==> src/rtl/wdt_pkg.sv <==
package wdt_pkg;
    localparam int REG_W = 8;
    localparam logic [REG_W-1:0] ADDR_CTL = 8'hF5;
    localparam logic [REG_W-1:0] ADDR_CNT = 8'hF6;
    localparam logic [REG_W-1:0] ADDR_SRC = 8'hF7;

    typedef struct packed {
        logic             scale;
        logic             p20_en;
        logic             kbrst_en;
        logic             mouse_en;
        logic             kbd_en;
        logic             fired;
        logic [3:0]       irq_sel;
        logic [REG_W-1:0] cnt;
        logic [REG_W-1:0] reload;
        logic             p20_prev;
        logic             irq;
        logic             kbrst;
    } wdt_state_t;
endpackage

==> src/rtl/wdt_tickgen.sv <==
module wdt_tickgen #(
    parameter int TICK_CYCLES  = 32768,
    parameter int MINUTE_TICKS = 60
) (
    input  logic clk,
    input  logic rst_n,
    input  logic restart,
    input  logic long_unit,
    output logic tick
);
    localparam int PW = $clog2(TICK_CYCLES + 1);
    localparam int MW = $clog2(MINUTE_TICKS + 1);

    logic [PW-1:0] pre_q, pre_d;
    logic [MW-1:0] min_q, min_d;
    logic          wrap, min_last;

    assign wrap     = (pre_q == PW'(TICK_CYCLES - 1));
    assign min_last = (min_q == MW'(MINUTE_TICKS - 1));
    assign tick     = wrap && (!long_unit || min_last);

    always_comb begin
        pre_d = pre_q;
        min_d = min_q;
        if (restart) begin
            pre_d = '0;
            min_d = '0;
        end else if (wrap) begin
            pre_d = '0;
            min_d = min_last ? '0 : min_q + MW'(1);
        end else begin
            pre_d = pre_q + PW'(1);
        end
    end

    always_ff @(posedge clk or negedge rst_n) begin
        if (!rst_n) begin
            pre_q <= '0;
            min_q <= '0;
        end else begin
            pre_q <= pre_d;
            min_q <= min_d;
        end
    end
endmodule

==> src/rtl/wdt_rdmux.sv <==
module wdt_rdmux
    import wdt_pkg::*;
(
    input  wdt_state_t       st,
    input  logic [REG_W-1:0] addr,
    output logic [REG_W-1:0] rdata
);
    always_comb begin
        unique case (addr)
            ADDR_CTL: rdata = {4'b0, st.scale, st.p20_en, st.kbrst_en, 1'b0};
            ADDR_CNT: rdata = st.cnt;
            ADDR_SRC: rdata = {st.mouse_en, st.kbd_en, 1'b0, st.fired, st.irq_sel};
            default:  rdata = '0;
        endcase
    end
endmodule

==> src/rtl/tick_watchdog.sv <==
module tick_watchdog
    import wdt_pkg::*;
#(
    parameter int TICK_CYCLES  = 32768,
    parameter int MINUTE_TICKS = 60
) (
    input  logic             clk,
    input  logic             rst_n,
    input  logic             cfg_wr,
    input  logic [REG_W-1:0] cfg_addr,
    input  logic [REG_W-1:0] cfg_wdata,
    output logic [REG_W-1:0] cfg_rdata,
    input  logic             mouse_evt,
    input  logic             kbd_evt,
    input  logic             kbc_force,
    output logic             irq_pulse,
    output logic [3:0]       irq_line,
    output logic             kbd_rst_pulse
);
    wdt_state_t q, d;
    logic wr_ctl, wr_cnt, wr_src;
    logic p20_rise, force_now, evt_hit, reload_take, expire, timeout, restart, tick;

    wdt_tickgen #(.TICK_CYCLES(TICK_CYCLES), .MINUTE_TICKS(MINUTE_TICKS)) u_tick (
        .clk(clk), .rst_n(rst_n), .restart(restart), .long_unit(q.scale), .tick(tick)
    );

    wdt_rdmux u_rd (.st(q), .addr(cfg_addr), .rdata(cfg_rdata));

    always_comb begin
        wr_ctl      = cfg_wr && (cfg_addr == ADDR_CTL);
        wr_cnt      = cfg_wr && (cfg_addr == ADDR_CNT);
        wr_src      = cfg_wr && (cfg_addr == ADDR_SRC);
        p20_rise    = q.p20_en && kbc_force && !q.p20_prev;
        force_now   = p20_rise || (wr_src && cfg_wdata[5]);
        evt_hit     = (q.mouse_en && mouse_evt) || (q.kbd_en && kbd_evt);
        reload_take = !force_now && !wr_cnt && (q.cnt != '0) && evt_hit;
        expire      = !force_now && !wr_cnt && !reload_take && tick
                      && (q.cnt == REG_W'(1));
        timeout     = force_now || expire;
        restart     = wr_cnt || reload_take;

        d          = q;
        d.p20_prev = kbc_force;
        if (wr_ctl) begin
            d.scale    = cfg_wdata[3];
            d.p20_en   = cfg_wdata[2];
            d.kbrst_en = cfg_wdata[1];
        end
        if (wr_src) begin
            d.mouse_en = cfg_wdata[7];
            d.kbd_en   = cfg_wdata[6];
            d.irq_sel  = cfg_wdata[3:0];
            d.fired    = q.fired && cfg_wdata[4];
        end
        if (wr_cnt) d.reload = cfg_wdata;

        if (force_now)                   d.cnt = '0;
        else if (wr_cnt)                 d.cnt = cfg_wdata;
        else if (reload_take)            d.cnt = q.reload;
        else if (tick && q.cnt != '0)    d.cnt = q.cnt - REG_W'(1);

        if (timeout) d.fired = 1'b1;
        d.irq   = timeout;
        d.kbrst = timeout && q.kbrst_en;
    end

    always_ff @(posedge clk or negedge rst_n) begin
        if (!rst_n) q <= '0;
        else        q <= d;
    end

    assign irq_pulse     = q.irq;
    assign kbd_rst_pulse = q.kbrst;
    assign irq_line      = q.irq_sel;
endmodule

==> config.mk <==
export PLATFORM = sky130hd
export DESIGN_NAME = tick_watchdog
export DESIGN_NICKNAME = d
export VERILOG_FILES = /design/src/rtl/wdt_pkg.sv /design/src/rtl/wdt_tickgen.sv /design/src/rtl/wdt_rdmux.sv /design/src/rtl/tick_watchdog.sv
export SDC_FILE = /design/constraint.sdc
export NUM_CORES = 1
export LEC_CHECK = 0
export CAP_MARGIN = 10
export CORE_MARGIN = 4
export CORE_UTILIZATION = 35
export CTS_CLUSTER_DIAMETER = 50
export DETAILED_ROUTE_END_ITERATION = 16
export DONT_BUFFER_PORTS = 1
export HOLD_SLACK_MARGIN = 0.1
export SYNTH_ARGS = -nofsm -noshare
export SYNTH_HDL_FRONTEND = slang
export SYNTH_SLANG_ARGS = --single-unit
==> constraint.sdc <==
create_clock -name clk -period 4.65 [get_ports clk]
set_input_delay 0.465 -clock clk [delete_from_list [all_inputs] [get_ports clk]]
set_output_delay 0.465 -clock clk [all_outputs]
set_load 0.02 [all_outputs]
Yosys cells after proc, flatten, opt, wreduce, memory -nomap -nowiden

Index checks and enable logic that the tools add are counted.

Flip-flop bits (word level): 51
Input port bits: 22
Output and inout bits: 14
Word-level logic and storage cells: 67

Add/subtract/negate cells: 3
Equal/unequal tests: 6
Mux-type cells: 12
Reduce and logical (&&, ||, !) cells: 32

Operators with widths:

| cell                                                  | count |
|---|---|
| two-way mux 16 bit                                    | 2 |
| two-way mux 8 bit                                     | 4 |
| equality test 8 bit, second input constant            | 3 |
| one-hot mux 8 bit (3 select lines)                    | 1 |
| logical AND 1 bit                                     | 18 |
| two-way mux 6 bit                                     | 3 |
| adder 16 x 1 -> 16 bit, second input constant         | 1 |
| equality test 16 x 15 -> 1 bit, second input constant | 1 |
| equality test 8 x 1 -> 1 bit, second input constant   | 1 |
| nonzero test 8 bit                                    | 1 |
| subtractor 8 x 1 -> 8 bit, second input constant      | 1 |
| adder 6 x 1 -> 6 bit, second input constant           | 1 |
| equality test 6 bit, second input constant            | 1 |
| zero test 1 bit                                       | 5 |
| logical OR 1 bit                                      | 5 |
| two-way mux 5 bit                                     | 1 |
| nonzero test 2 bit                                    | 2 |
| nonzero test 4 bit                                    | 1 |
| two-way mux 1 bit                                     | 1 |

Longest topological paths before layout

Gate-level depths: netlist (run 1).

Depth after elaboration: 14
Depth in mapped cells: 9
Gate-level depth less buffers: 7

Modules after synthesis

From an unflattened synthesis (run 1), not the netlist that was laid out.

Cells, all modules: 295
Area total of the unflattened synthesis: 2944.1 um2

Modules (own cells, without submodules):

| module        | times used | cells an instance | area an instance (um2) | sequential area each (um2) |
|---|---|---|---|---|
| tick_watchdog | 1          | 158               | 1630.3                 | 725.7 |
| wdt_tickgen   | 1          | 114               | 1123.6                 | 550.5 |
| wdt_rdmux     | 1          | 23                | 190.2                  | 0.0 |

Worst setup path after synthesis (run 1)

No wires, ideal clock.

Path type: input port to output port
From: in cfg_addr[0]
To: out cfg_rdata[2]
Arrival: 1.673 ns
Data required time: 4.185 ns
Setup slack: 2.512 ns
Cell stages on the path: 5
Buffers on the path: 2
Path through: clkbuf_1 -> clkbuf_1 -> mux2_2 -> a22oi_1 -> nor2_1

Cells in the longest elaborated chain, start to end: 2
Elaborated cells between the ends (all ways): 4
Those cells by class: eq/ne: 3; mux: 1

RTL lines:

| element                                | line                | source |
|---|---|---|
| start: declaration                     | tick_watchdog.sv:10 | `input logic [REG_W-1:0] cfg_addr,` |
| equality test 8 bit                    | wdt_rdmux.sv:9      | `unique case (addr)` |
| one-hot mux 8 bit (3 select lines) (*) | wdt_rdmux.sv:9      |  |
| end: declaration                       | tick_watchdog.sv:12 | `output logic [REG_W-1:0] cfg_rdata,` |

Mark *: on every way between the ends. The rest lies on a longest branch, timed or not.

Worst setup path in the final report (run 1)

From: reg u_tick.pre_q[0]
To: reg u_tick.pre_q[15]

Cells in the longest elaborated chain, start to end: 3
Elaborated cells between the ends (all ways): 4
Those cells by class: add/sub: 1; eq/ne: 1; mux: 2

RTL lines:

| element                                                                  | line                                 | source |
|---|---|---|
| start: declaration                                                       | wdt_tickgen.sv:14                    | `logic [PW-1:0] pre_q, pre_d;` |
| start signal: assignment                                                 | wdt_tickgen.sv:41                    | `pre_q <= pre_d;` |
| adder 16 x 1 -> 16 bit or equality test 16 x 15 -> 1 bit (tied branches) | wdt_tickgen.sv:32, wdt_tickgen.sv:18 |  |
| two-way mux 16 bit (*)                                                   | wdt_tickgen.sv:28                    | `end else if (wrap) begin` |
| two-way mux 16 bit (*)                                                   | wdt_tickgen.sv:25                    | `if (restart) begin` |
| net u_tick.pre_d[15]                                                     | wdt_tickgen.sv:14                    |  |

The timed path passes the listed nets; every way through them passes the cells marked *.
A chain may end at the register's enable or synchronous reset.

==> results of run 1 <==
-- how the worst max path moves through the flow --
stage                                  to  slack [ns]                      start
6_report       u_tick.pre_q[15]$_DFF_PN0_        2.08  u_tick.pre_q[0]$_DFF_PN0_
4_1_cts        u_tick.pre_q[15]$_DFF_PN0_        2.03  u_tick.pre_q[0]$_DFF_PN0_
3_3_place_gp   u_tick.pre_q[15]$_DFF_PN0_        2.08                cfg_addr[3]
2_1_floorplan                cfg_rdata[2]        2.51                cfg_addr[0]
5_1_grt        u_tick.pre_q[15]$_DFF_PN0_        1.86  u_tick.pre_q[0]$_DFF_PN0_
3_5_place_dp   u_tick.pre_q[15]$_DFF_PN0_        1.98                cfg_addr[3]
-- state kept, by name, indices dropped and copies added (netlist names) --
signal         flops
irq_line           4
u_tick.pre_q      16
u_tick.min_q       6
irq_pulse          1
q                 23
kbd_rst_pulse      1
-- power groups by stage --
stage               logic (mW)  clock network (mW)  registers [mW]
global placement         0.417                   0           0.671
floorplan                0.386                   0           0.634
finish                   0.432               0.367           0.664
CTS                      0.434               0.379           0.664
detailed placement       0.419                   0           0.672
global route             0.489               0.394           0.679
-- area by class of cell --
| class | instances | area (um^2) |
|---|---|---|
| fillers | 817 | 5040 |
| flip-flops and latches | 51 | 1280 |
| clock inverters | 3 | 67.6 |
| inverters | 8 | 30.0 |
| multi-input cells | 209 | 1520 |
| clock buffers | 5 | 68.8 |
| repair buffers | 2 | 37.5 |
| well taps | 105 | 131 |
-- worst max-delay path: cells and delay by family (launching register included) --
family,cells,cell delay [ns]
fa+ha+maj,1,0.24
flops,1,0.41
simple gates,4,1.76
-- logic make-up after synthesis --
| logic type | count (synthesis) |
|---|---|
| flip-flops | 51 |
| AND/OR/NAND/NOR | 124 |
| adder cells (fa/ha/maj) | 4 |
| buffers and inverters | 20 |
| XOR/XNOR | 19 |
| multiplexers | 17 |
| AO/OA/AOI/OAI | 45 |
-- what timing repair did --
| item | 4_1_cts | 5_1_grt |
|---|---|---|
| gates resized for setup | 0 | 0 |
| endpoints found under the setup margin | 0 | 0 |
| hold endpoints to repair | 51 | 0 |
| buffers inserted | 0 | 0 |
| hold buffers | 2 | 0 |
-- per-stage QoR --
step	hold slack [ns]	setup slack [ns]	area (um^2)	power, mW	utilization
final	0.172	2.08	3130	1.46	0.383
after global placement	0.172	2.08	2960	1.09	0.362
after CTS	0.164	2.03	3130	1.48	0.383
after detailed placement	0.172	1.98	2960	1.09	0.362
after floorplan	0.169	2.51	2920	1.02	-
after global routing	0.155	1.86	3130	1.56	0.383
-- layer usage --
layer,track usage,up-vias,part of all wire
met2,0.203,39,0.47
met4,0.0273,0,0.0091
met3,0.0379,7,0.052
li1,-,993,-
met5,0,-,0
met1,0.167,974,0.47
-- cells in the final DEF (no fill, tap or decap), types with 4 or more instances in the layout --
cell	instances
mux2i_1	5
or3_1	5
clkbuf_8	5
nor2_4	8
nand2_1	31
nor2_1	30
o2bb2ai_1	8
and2_1	4
nor3_1	4
nor4_1	4
xor2_1	9
inv_1	8
mux2_2	12
dfrtp_1	51
xnor2_1	10
a22oi_1	4
nand4_1	7
nand3_1	8
nor2_2	4
ha_1	4
==> flow_summary.ini, run 1 <==
[outcome]
status = finished, final reports clean

[cells_and_area]
num_antenna_cells = 0
area_delta_synth_final_pct = 7.20
instances_no_fill = 383
drive_gt1_frac = 0.176
fin_nets = 303

[drt]
ant_nets = 0
drtIter0Drc = 83
dr.pass1.iters = 4
vias = 2013
via_per_inst = 5.26
wl_um = 5940
avgRoutedWirePerCell_um = 15.5
drc = 0

[synthesis]
netlist_area_mm2 = 0.00292
synth_edf_count = 0
synth_simple_gate_area_frac = 0.250
synth_common_cells = dfrtp_1, nand2_1, nor2_1
synth_warnings = 0
yosysMostFrequentCell = dfrtp_1
yosysTopAreaCell = dfrtp_1
yosysSeqAreaShare = 0.437
synth_cell_type_count = 58
synth_top_family_by_area = simple AND/OR/NAND/NOR gates
synthMuxAreaShare = 0.0634
yosys_register_bits = 51
synth-xor-area-share = 0.0570
yosys.area_share.adder = 0.0171
synth_nets = 306
syn-mean-instance-area_um2 = 10.4
synth_compound_area_frac = 0.133
synthFlopType = dfrtp_1
synth_top_area_share = 0.437
async_flop_share = 1.00
syn_inst = 280
synth_area_leaders = dfrtp_1, mux2_2, nand2_1, nor2_1, nor2_4

[floorplanning]
die_h_um = 99.3
row_count = 33
die_w_um = 99.3
die_area_mm2 = 0.00987
core_mm2 = 0.00818
start_util = 0.357
ios = 36

[worst_hold_path]
hold_class = in -> reg
worstHoldStart = kbc_force
min_to = q[2]$_DFF_PN0_
min_path_cells = 0

[sta]
fin_skew_ns = 0.00561
setup_tns_ns = 0
rsz0062_at_grt = no
max-slew-margin-rel = 0.292
maxSlewViolCount = 0
period_minus_slack_ns = 2.57
hold_violations = 0
clock.fmax_mhz = 388
finalSetupViolations = 0
worst_slew_pin_slew_ns = 1.06
fin_crit_sh = 0.554

[global_route]
grtUsageTotal = 0.125
grt_pass1_wl_um = 9960
antenna_found_initial = 0
first_global_vias = 2083
grt_max_degree = 52
overflow = 0

[worst_setup_path]
crit_fanout = 14
regToRegSetupSlack_ns = 2.08
critPathRequiredTime_ns = 4.81
reg2reg_to = u_tick.pre_q[15]$_DFF_PN0_
path_cells = ha_1, nand4_2, nor4_4, or2_1, nor2_1
max_stage_delay_ns = 0.85
setup.worst_path.class = reg -> reg
rr_startpoint = u_tick.pre_q[0]$_DFF_PN0_
worstRegToRegCells = 5
arrival_ns = 2.73
endpoint_kind = flop
cp_slowest_cell = or2_1
worstSetupStartpointType = flop

[placement]
portBuffers = 0
placed_cells = 373
dp_hpwl_um = 4250
gpl.final_weighted_congestion = 0.812

[power_and_ir_drop]
p_seq_frac = 0.454
p_clk_frac = 0.251
p_per_area_mw_per_mm2 = 467
ir_drop_v = 0.000225
p_comb_frac = 0.295
power_switching_mw = 0.483
power_leakage_nw = 1.33
power.internal_mw = 0.980
sw_frac_of_total = 0.330

[clock_network]
clock-root-buffer = clkbuf_8
cts_sinks = 51
clk_path_buf_depth = 2
clk-insertion-delay-late_ns = 0.31
clk_pin_slew_worst_paths_ns = 0.09
numCtsBuffers = 5
cts_max_level = 2
cts_tree = built

[job]
cap_violations = 0
Power figures use the tool's default switching activity.
==> run 2, diff against run 1 <==
--- a/config.mk
+++ b/config.mk
@@ -5,6 +5,7 @@
 export SDC_FILE = /design/constraint.sdc
 export NUM_CORES = 1
 export LEC_CHECK = 0
+export ABC_AREA = 1
 export CAP_MARGIN = 10
 export CORE_MARGIN = 4
 export CORE_UTILIZATION = 35
==> constraint.sdc (replaced) <==
create_clock -name clk -period 2.55 [get_ports clk]
set_input_delay 0.255 -clock clk [delete_from_list [all_inputs] [get_ports clk]]
set_output_delay 0.255 -clock clk [all_outputs]
set_load 0.02 [all_outputs]
==> run 2 against run 1 <==
Worst hold slack lost 0.059 ns. Highest routed layer unchanged. Combinational power increased by 72%. Setup slack lost 1.5 ns. Synthesized area shrank 0.73%. Fmax increased by 28%. Sequential power rose by 45%. Count of clock-buffer cells in the layout increased by 1. Cell count is 23% higher.
==> flow_summary.ini, run 2 <==
[outcome]
status = finished, final reports clean

[drt]
vias = 2317
via_per_inst = 4.90
avgRoutedWirePerCell_um = 13.8
ant_nets = 0
wl_um = 6510
drc = 0
dr.pass1.iters = 4
drtIter0Drc = 88

[cells_and_area]
area_delta_synth_final_pct = 11.3
fin_area_mm2 = 0.00323
final_util = 0.409
final_common_cell = nand2_1
layout_common_cells = nand2_1, dfrtp_1, nand3_1
drive_gt1_frac = 0.143
largest_register_ffs = 23
top_register = q
num_antenna_cells = 0
top_regs = q (23), u_tick.pre_q (16), u_tick.min_q (6)
fin_nets = 396

[synthesis]
synth_top_area_share = 0.440
yosysTopAreaCell = dfrtp_1
synth_cell_type_count = 37
synth_warnings = 0
syn-mean-instance-area_um2 = 8.08
synthFlopType = dfrtp_1
synth_area_leaders = dfrtp_1, nand2_1, nand3_1, inv_1, nor2_1
async_flop_share = 1.00
yosysMostFrequentCell = nand2_1
synth_edf_count = 0
synth_common_cells = nand2_1, dfrtp_1, nand3_1
syn_inst = 359
yosys_register_bits = 51
netlist_area_mm2 = 0.00290
synth_nets = 385
yosysSeqAreaShare = 0.440

[worst_setup_path]
regToRegSetupSlack_ns = 0.55
arrival_ns = 2.22
worstSetupStartpointType = flop
crit_fanout = 9
reg2reg_to = kbd_rst_pulse$_DFF_PN0_
endpoint_kind = flop
setup.worst_path.class = reg -> reg
rr_startpoint = q[11]$_DFFE_PN0P_
critPathRequiredTime_ns = 2.76
worstRegToRegCells = 8

[worst_hold_path]
worstHoldStart = cfg_wdata[2]
min_path_cells = 2
min_to = q[5]$_DFFE_PN0P_
hold_class = in -> reg

[clock_network]
cts.repair.resized = 0
cts_hold_buf = 10
clk-insertion-delay-late_ns = 0.31
cts_sinks = 51
cts_tree = built
postCtsSetupBuffers = 0
numCtsBuffers = 5
clk_path_buf_depth = 2
cts_max_level = 2
clk_pin_slew_worst_paths_ns = 0.10
clock-root-buffer = clkbuf_8

[floorplanning]
die_h_um = 99.0
die_area_mm2 = 0.00980
die_w_um = 99.0
start_util = 0.368
ios = 36
core_mm2 = 0.00789
row_count = 32

[sta]
final.setup.worst_slack_ns = 0.545
finalSetupViolations = 0
max-slew-margin-rel = 0.513
maxSlewViolCount = 0
hold_violations = 0
rsz0062_at_grt = no
setup_tns_ns = 0
fin_skew_ns = 0.0175
fin_crit_sh = 0.786
worst_slew_pin_slew_ns = 0.723
clock.fmax_mhz = 499
period_minus_slack_ns = 2.00

[placement]
placed_cell_area_mm2 = 0.00298
dp_hpwl_um = 4890
portBuffers = 0
dp_slack_ns = 0.598
gpl.final_weighted_congestion = 0.850

[global_route]
antenna_found_initial = 0
grt_max_degree = 52
grt_pass1_wl_um = 11600
grtUsageTotal = 0.144
first_global_vias = 2392
overflow = 0

[power_and_ir_drop]
ir_drop_v = 0.000312
power_leakage_nw = 1.51
power_switching_mw = 0.830
p_comb_frac = 0.324
p_per_area_mw_per_mm2 = 712
sw_frac_of_total = 0.361
power.internal_mw = 1.47
p_clk_frac = 0.257
total_power_mw = 2.30
p_seq_frac = 0.419

[job]
cap_violations = 0
==> run 2: final cells by class <==
| cell class | instances | area (um^2) |
|---|---|---|
| fill | 806 | 4660 |
| multi-input combinational | 258 | 1410 |
| sequential | 51 | 1280 |
| inverter | 42 | 159 |
| timing repair buffer | 12 | 135 |
| tap | 102 | 128 |
| clock buffer | 6 | 82.6 |
| clock inverter | 2 | 35.0 |
==> run 2: worst max-delay path by stage <==
stage | depth (start not counted) | endpoint | startpoint
5_1_grt | 8 | kbd_rst_pulse$_DFF_PN0_ | q[11]$_DFFE_PN0P_
2_1_floorplan | 8 | kbd_rst_pulse$_DFF_PN0_ | q[11]$_DFFE_PN0P_
3_3_place_gp | 9 | kbd_rst_pulse$_DFF_PN0_ | cfg_addr[3]
3_5_place_dp | 8 | kbd_rst_pulse$_DFF_PN0_ | q[11]$_DFFE_PN0P_
6_report | 8 | kbd_rst_pulse$_DFF_PN0_ | q[11]$_DFFE_PN0P_
4_1_cts | 8 | kbd_rst_pulse$_DFF_PN0_ | q[11]$_DFFE_PN0P_
==> run 2: worst max-delay path, cell delays in order (launching register included) <==
cell	delay, ns
dfrtp_1	0.42
inv_1	0.11
ha_1	0.23
nand3_2	0.13
nor2_4	0.15
nor2_4	0.05
nor2_2	0.33
nand4_1	0.25
a21oi_1	0.22
==> run 2: metrics by stage <==
stage	std cells	hold WS, ns
final	473	0.113
after global routing	473	0.110
after CTS	472	0.105
after detailed placement	454	-0.0393
after global placement	454	-0.0395
after floorplan	359	-0.0406
==> run 2: logic make-up after synthesis <==
logic type / after synthesis / share of synthesized area
muxes: 2 / 0.00777
xor gates and xnor gates: 13 / 0.0393
buffers and inverters: 50 / 0.0729
DFF: 51 / 0.440
and+or+nand+nor: 208 / 0.350
adders and majority gates: 4 / 0.0173
AOI/OAI and AO/OA: 31 / 0.0721
==> run 2: power groups by stage <==
| stage | clock network, mW | logic, mW | registers (mW) |
|---|---|---|---|
| final | 0.590 | 0.745 | 0.962 |
| after floorplan | 0 | 0.598 | 0.955 |
| after CTS | 0.605 | 0.756 | 0.963 |
| after global routing | 0.644 | 0.859 | 0.977 |
| after detailed placement | 0 | 0.717 | 0.978 |
| after global placement | 0 | 0.707 | 0.976 |
==> run 2: per-layer routing <==
metal / wire, um / track usage
met4: 69 / 0.0389
met5: 0 / 0
met3: 375 / 0.0326
met2: 2830 / 0.224
met1: 3240 / 0.202
